==> src/rtl/uop_pkg.sv <==
package uop_pkg;
    localparam int NREG = 3;
    localparam int IDXW = 2;
    localparam int OPW  = 4;

    typedef enum logic [OPW-1:0] {
        OP_ADD  = 4'd0,
        OP_SUB  = 4'd1,
        OP_NOT  = 4'd2,
        OP_NEG  = 4'd3,
        OP_INC  = 4'd4,
        OP_DEC  = 4'd5,
        OP_OR   = 4'd6,
        OP_AND  = 4'd7,
        OP_XOR  = 4'd8,
        OP_SHL  = 4'd9,
        OP_SHR  = 4'd10
    } uop_e;
endpackage

==> src/rtl/uop_addsub.sv <==
module uop_addsub #(
    parameter int W = 8
) (
    input  logic [W-1:0] x,
    input  logic [W-1:0] y,
    input  logic         inv_y,
    input  logic         cin,
    output logic [W-1:0] sum
);
    localparam logic [W-1:0] ZERO = '0;

    logic [W-1:0] y_eff;
    logic [W-1:0] cin_w;

    assign y_eff = inv_y ? ~y : y;
    assign cin_w = {ZERO[W-1:1], cin};
    assign sum   = x + y_eff + cin_w;
endmodule

==> src/rtl/uop_alu.sv <==
module uop_alu
    import uop_pkg::*;
#(
    parameter int W = 8
) (
    input  logic [OPW-1:0] op,
    input  logic [W-1:0]   a,
    input  logic [W-1:0]   b,
    output logic [W-1:0]   res,
    output logic           writes
);
    logic [W-1:0] ax;
    logic [W-1:0] ay;
    logic         inv;
    logic         cin;
    logic         use_sum;
    logic [W-1:0] sum;
    logic [W-1:0] logic_res;

    uop_addsub #(.W(W)) u_add (
        .x     (ax),
        .y     (ay),
        .inv_y (inv),
        .cin   (cin),
        .sum   (sum)
    );

    always_comb begin
        ax        = a;
        ay        = b;
        inv       = 1'b0;
        cin       = 1'b0;
        use_sum   = 1'b1;
        logic_res = '0;
        writes    = 1'b1;
        unique case (op)
            OP_ADD: ;
            OP_SUB: begin
                inv = 1'b1;
                cin = 1'b1;
            end
            OP_NEG: begin
                ax  = '0;
                ay  = a;
                inv = 1'b1;
                cin = 1'b1;
            end
            OP_INC: begin
                ay  = '0;
                cin = 1'b1;
            end
            OP_DEC: begin
                ay  = '0;
                inv = 1'b1;
            end
            OP_NOT: begin
                use_sum   = 1'b0;
                logic_res = ~a;
            end
            OP_OR: begin
                use_sum   = 1'b0;
                logic_res = a | b;
            end
            OP_AND: begin
                use_sum   = 1'b0;
                logic_res = a & b;
            end
            OP_XOR: begin
                use_sum   = 1'b0;
                logic_res = a ^ b;
            end
            OP_SHL: begin
                use_sum   = 1'b0;
                logic_res = {a[W-2:0], 1'b0};
            end
            OP_SHR: begin
                use_sum   = 1'b0;
                logic_res = {1'b0, a[W-1:1]};
            end
            default: begin
                use_sum = 1'b0;
                writes  = 1'b0;
            end
        endcase
        res = use_sum ? sum : logic_res;
    end
endmodule

==> src/rtl/uop_regbank.sv <==
module uop_regbank
    import uop_pkg::*;
#(
    parameter int W = 8
) (
    input  logic                      clk,
    input  logic                      rst,
    input  logic [NREG-1:0]           ld_hit,
    input  logic [W-1:0]              ld_val,
    input  logic [NREG-1:0]           wr_hit,
    input  logic [W-1:0]              wr_val,
    output logic [NREG-1:0][W-1:0]    q
);
    for (genvar i = 0; i < NREG; i++) begin : g_reg
        logic [W-1:0] d;

        always_comb begin
            if (ld_hit[i])      d = ld_val;
            else if (wr_hit[i]) d = wr_val;
            else                d = q[i];
        end

        always_ff @(posedge clk) begin
            if (rst) q[i] <= '0;
            else     q[i] <= d;
        end
    end
endmodule

==> src/rtl/uop_unit.sv <==
module uop_unit
    import uop_pkg::*;
#(
    parameter int W = 8
) (
    input  logic             clk,
    input  logic             rst,
    input  logic             ld_en,
    input  logic [1:0]       ld_idx,
    input  logic [W-1:0]     ld_val,
    input  logic             cond_a,
    input  logic             cond_b,
    input  logic [3:0]       op,
    input  logic [1:0]       src_a,
    input  logic [1:0]       src_b,
    input  logic [1:0]       dst,
    output logic [W-1:0]     r0,
    output logic [W-1:0]     r1,
    output logic [W-1:0]     r2
);
    logic [NREG-1:0][W-1:0] q;
    logic [W-1:0]           opa;
    logic [W-1:0]           opb;
    logic [W-1:0]           res;
    logic                   writes;
    logic                   fire;
    logic [NREG-1:0]        ld_hit;
    logic [NREG-1:0]        wr_hit;

    function automatic logic [W-1:0] pick(input logic [1:0] idx,
                                          input logic [NREG-1:0][W-1:0] regs);
        case (idx)
            2'd0:    pick = regs[0];
            2'd1:    pick = regs[1];
            2'd2:    pick = regs[2];
            default: pick = '0;
        endcase
    endfunction

    assign opa  = pick(src_a, q);
    assign opb  = pick(src_b, q);
    assign fire = cond_a | cond_b;

    uop_alu #(.W(W)) u_alu (
        .op     (op),
        .a      (opa),
        .b      (opb),
        .res    (res),
        .writes (writes)
    );

    for (genvar i = 0; i < NREG; i++) begin : g_dec
        assign ld_hit[i] = ld_en && (ld_idx == IDXW'(i));
        assign wr_hit[i] = !ld_en && fire && writes && (dst == IDXW'(i));
    end

    uop_regbank #(.W(W)) u_bank (
        .clk    (clk),
        .rst    (rst),
        .ld_hit (ld_hit),
        .ld_val (ld_val),
        .wr_hit (wr_hit),
        .wr_val (res),
        .q      (q)
    );

    assign r0 = q[0];
    assign r1 = q[1];
    assign r2 = q[2];
endmodule

==> config.mk <==
export PLATFORM = sky130hd
export DESIGN_NAME = uop_unit
export DESIGN_NICKNAME = d
export VERILOG_FILES = /design/src/rtl/uop_pkg.sv /design/src/rtl/uop_addsub.sv /design/src/rtl/uop_alu.sv /design/src/rtl/uop_regbank.sv /design/src/rtl/uop_unit.sv
export SDC_FILE = /design/constraint.sdc
export NUM_CORES = 1
export LEC_CHECK = 0
export ABC_AREA = 1
export BUFFER_PORTS_ARGS = -buffer_cell sky130_fd_sc_hd__buf_2
export CORE_ASPECT_RATIO = 0.5
export CORE_MARGIN = 4
export CORE_UTILIZATION = 41
export CTS_BUF_LIST = sky130_fd_sc_hd__clkbuf_8
export DETAILED_ROUTE_END_ITERATION = 8
export PLACE_DENSITY = 0.57
export SKIP_LAST_GASP = 1
export SLEW_MARGIN = 20
export SYNTH_ARGS = -nofsm -noshare
export SYNTH_HDL_FRONTEND = slang
export SYNTH_HIERARCHICAL = 1
export SYNTH_SLANG_ARGS = --single-unit
==> constraint.sdc <==
create_clock -name clk -period 3.67 [get_ports clk]
set_clock_uncertainty 0.05 [all_clocks]
set_input_delay 0.367 -clock clk [delete_from_list [all_inputs] [get_ports clk]]
set_output_delay 0.367 -clock clk [all_outputs]
set_load 0.02 [all_outputs]
==> flow_summary.toml <==
[outcome]
status = "finished, final reports clean"

[power_and_ir_drop]
p_leak_uw = 0.00205
ir_drop_v = 0.000184
power.density_mw_per_mm2 = 260

[critical_path]
path_common_cell = "nand2_1"
cp_slowest_stage_delay_ns = 0.39
worstPathCellList = "buf_2, nand2_2, clkinv_2, nand2_4, o21ai_4, o22ai_1, xnor2_1, fa_1, inv_1, fa_1, nand2_1, nand2_1, nand3b_1, nand2_1, nand2_1, nand2_1, nand2_1, nand3_1, nor3_1, nor2_1"
crit_buf_inv = 3
crit_type = "in2reg"
cp-start-kind = "input pin"
worstSetupEndpointType = "flip-flop"
cp.arrival_ns = 3.03
reg2reg_from = "u_bank/q[8]"
cp.depth = 20
r2r_cells = 18
critPathTopFamily = "simple AND/OR/NAND/NOR gates"
crit_required_ns = 3.79
slowest_stage = "fa_1"
reg2reg_slack_ns = 0.78
worst-path-max-fanout = 10
worstReg2RegEnd = "u_bank/q[22]"

[finish]
largestRegisters = "u_bank/q: 24 flops"
final_cell_area_mm2 = 0.00349
antennaDiodeCount = 0
fin_nets = 641
layout-drive-gt1-share_pct = 16.9
layout.area.seq_um2 = 480
largest_register_ffs = 24
multi_input_area_mm2 = 0.00215
regMostFlops = "u_bank/q"
syn_to_final_growth_pct = 10.4
fillers = 828

[timing]
clock.fmax_mhz = 343
rsz0062_at_grt = "no"
fin_crit_sh_pct = 79.4
setup_tns_ns = 0
min_period_ns = 2.91
timing.final.hold_violations = 0
max_slew.worst_pin.slew_ns = 0.576
finalSetupViolations = 0
drv_slew = 0
slew-limit-headroom_pct = 61.5
holdWs_ns = 0.359

[floorplanning]
rows = 22
core_mm2 = 0.00740
fp.dieH_um = 70.1
dieArea_mm2 = 0.00926
initial_core_util_pct = 42.7
ios = 49
chipWidth_um = 132

[routing]
dr_total_vias = 3421
antenna_left = 0
firstDrtPassIters = 5
wirelength_um = 9380
drc = 0
via_per_inst = 4.98
routedWlPerCell_um = 13.7
drt-initial-drc-count = 272

[cts]
clock-sinks = 24
cts_setup_buffers = 0
root_buffer = "clkbuf_8"
cts_made_buffers = 3
clkLatencyLatePin_ns = 0.27
clockBufferDepth = 2
htree_num_levels = 1
clk_pin_slew_ns = 0.09
postCtsHoldBufs = 0
cts_resized = 0
tritoncts = "yes"

[synthesis]
ys_seq_area_share_pct = 15.2
async_flop_share_pct = 0
synth_seq_cells = 24
ys.flop_type = "dfxtp_1"
synthDistinctLibCells = 30
synth_area_mm2 = 0.00316
syn_area_per_cell_um2 = 5.75
syn_nets = 598
synth_warnings = 6
syn_inst = 549
synth-edff-count = 0

[global_route]
grt_pass1_wl_um = 15600
grt_overflow = 0
grt_usage_pct = 20.2
antenna_found_initial = 0
grt_max_degree = 25
grt_pass1_vias = 3005

[hold_path]
min_to = "u_bank/q[13]"
holdPathStages = 5
min_from = "ld_val[5]"
hp-class = "in2reg"

[placed_design]
gp_congestion = 0.920
portBuffers = 48
hpwl_um = 7430
post_dp_cell_area_mm2 = 0.00342

[flow_run]
drv_cap = 0
routing by layer:
layer  vias to the layer above  wire, µm  GRT usage, %
li1                       1794         -             -
met1                      1501      5040          32.0
met2                       110      3730          29.2
met3                        16       494          1.37
met4                         0       120          4.42
met5                         -         0             0
cell type report:
class / count / area share [%]
clock buffer: 3 / 1.18
clock inverter: 1 / 0.861
timing repair buffer: 53 / 7.97
sequential: 24 / 13.8
tap: 96 / 3.44
inverter: 101 / 11.1
multi-input combinational: 409 / 61.7
worst max-delay path by stage:
stage                         from            to  slack, ns
after floorplan              op[1]   u_bank/q[6]       0.93
after global placement       op[1]  u_bank/q[22]       0.51
after detailed placement     op[1]  u_bank/q[22]       0.52
after CTS                    op[1]   u_bank/q[6]       0.80
after global routing      src_a[1]  u_bank/q[14]       0.37
final                        op[1]  u_bank/q[22]       0.76
placed cells by master (no fill, tap or decap), drive strengths merged:
master and count:
o22ai 8, dfxtp 24, xor2 8, nor3 22, nand3b 2, bufinv 1
ha 22, nand3 87, nand2 157, a21oi 29, or2 1, xnor2 2
clkbuf 3, fa 2, buf 53, o21ai 2, nor2 67, clkinv 4
inv 97
stage by stage:
stage	util [%]	setup slack [ns]	power [µW]	std cells
after floorplan	-	0.929	571	549
after global placement	46.1	0.512	675	683
after detailed placement	46.1	0.523	672	683
after CTS	47.1	0.796	907	687
after global routing	47.1	0.374	969	687
final	47.1	0.757	906	687
cells by family (layout without fill, tap and decap cells):
kind of cell	after synthesis	in the layout	synth area share, %
simple gates	336	336	48.1
buf+inv	116	158	16.8
compound gates	39	39	7.09
fa+ha+maj	24	24	9.98
flops	24	24	15.2
xor+xnor	10	10	2.77
tightest hold or removal path: cells and delay by family:
kind | cells | cell delay (ns)
simple gates | 2 | 0.08
buf+inv | 2 | 0.15
compound gates | 1 | 0.04
power by group:
part	leakage (µW)	switching, µW	internal (µW)
logic	0.00182	245	119
registers	0.000197	27.9	280
clock network	0.0000357	88.1	146
total	0.00205	361	545
synthesized netlist by cell type, types with 6 or more instances:
| cell type | instances | area [µm²] |
|---|---|---|
| nor2_1 | 56 | 210 |
| dfxtp_1 | 24 | 480 |
| a21oi_1 | 27 | 135 |
| ha_1 | 22 | 275 |
| inv_2 | 18 | 67.6 |
| buf_6 | 11 | 124 |
| nor3_1 | 22 | 110 |
| nand3_1 | 86 | 430 |
| inv_1 | 78 | 293 |
| o22ai_1 | 8 | 50.1 |
| nand2_1 | 152 | 571 |
| nor2_4 | 6 | 67.6 |
| xor2_1 | 8 | 70.1 |
Power figures use the tool's default switching activity.
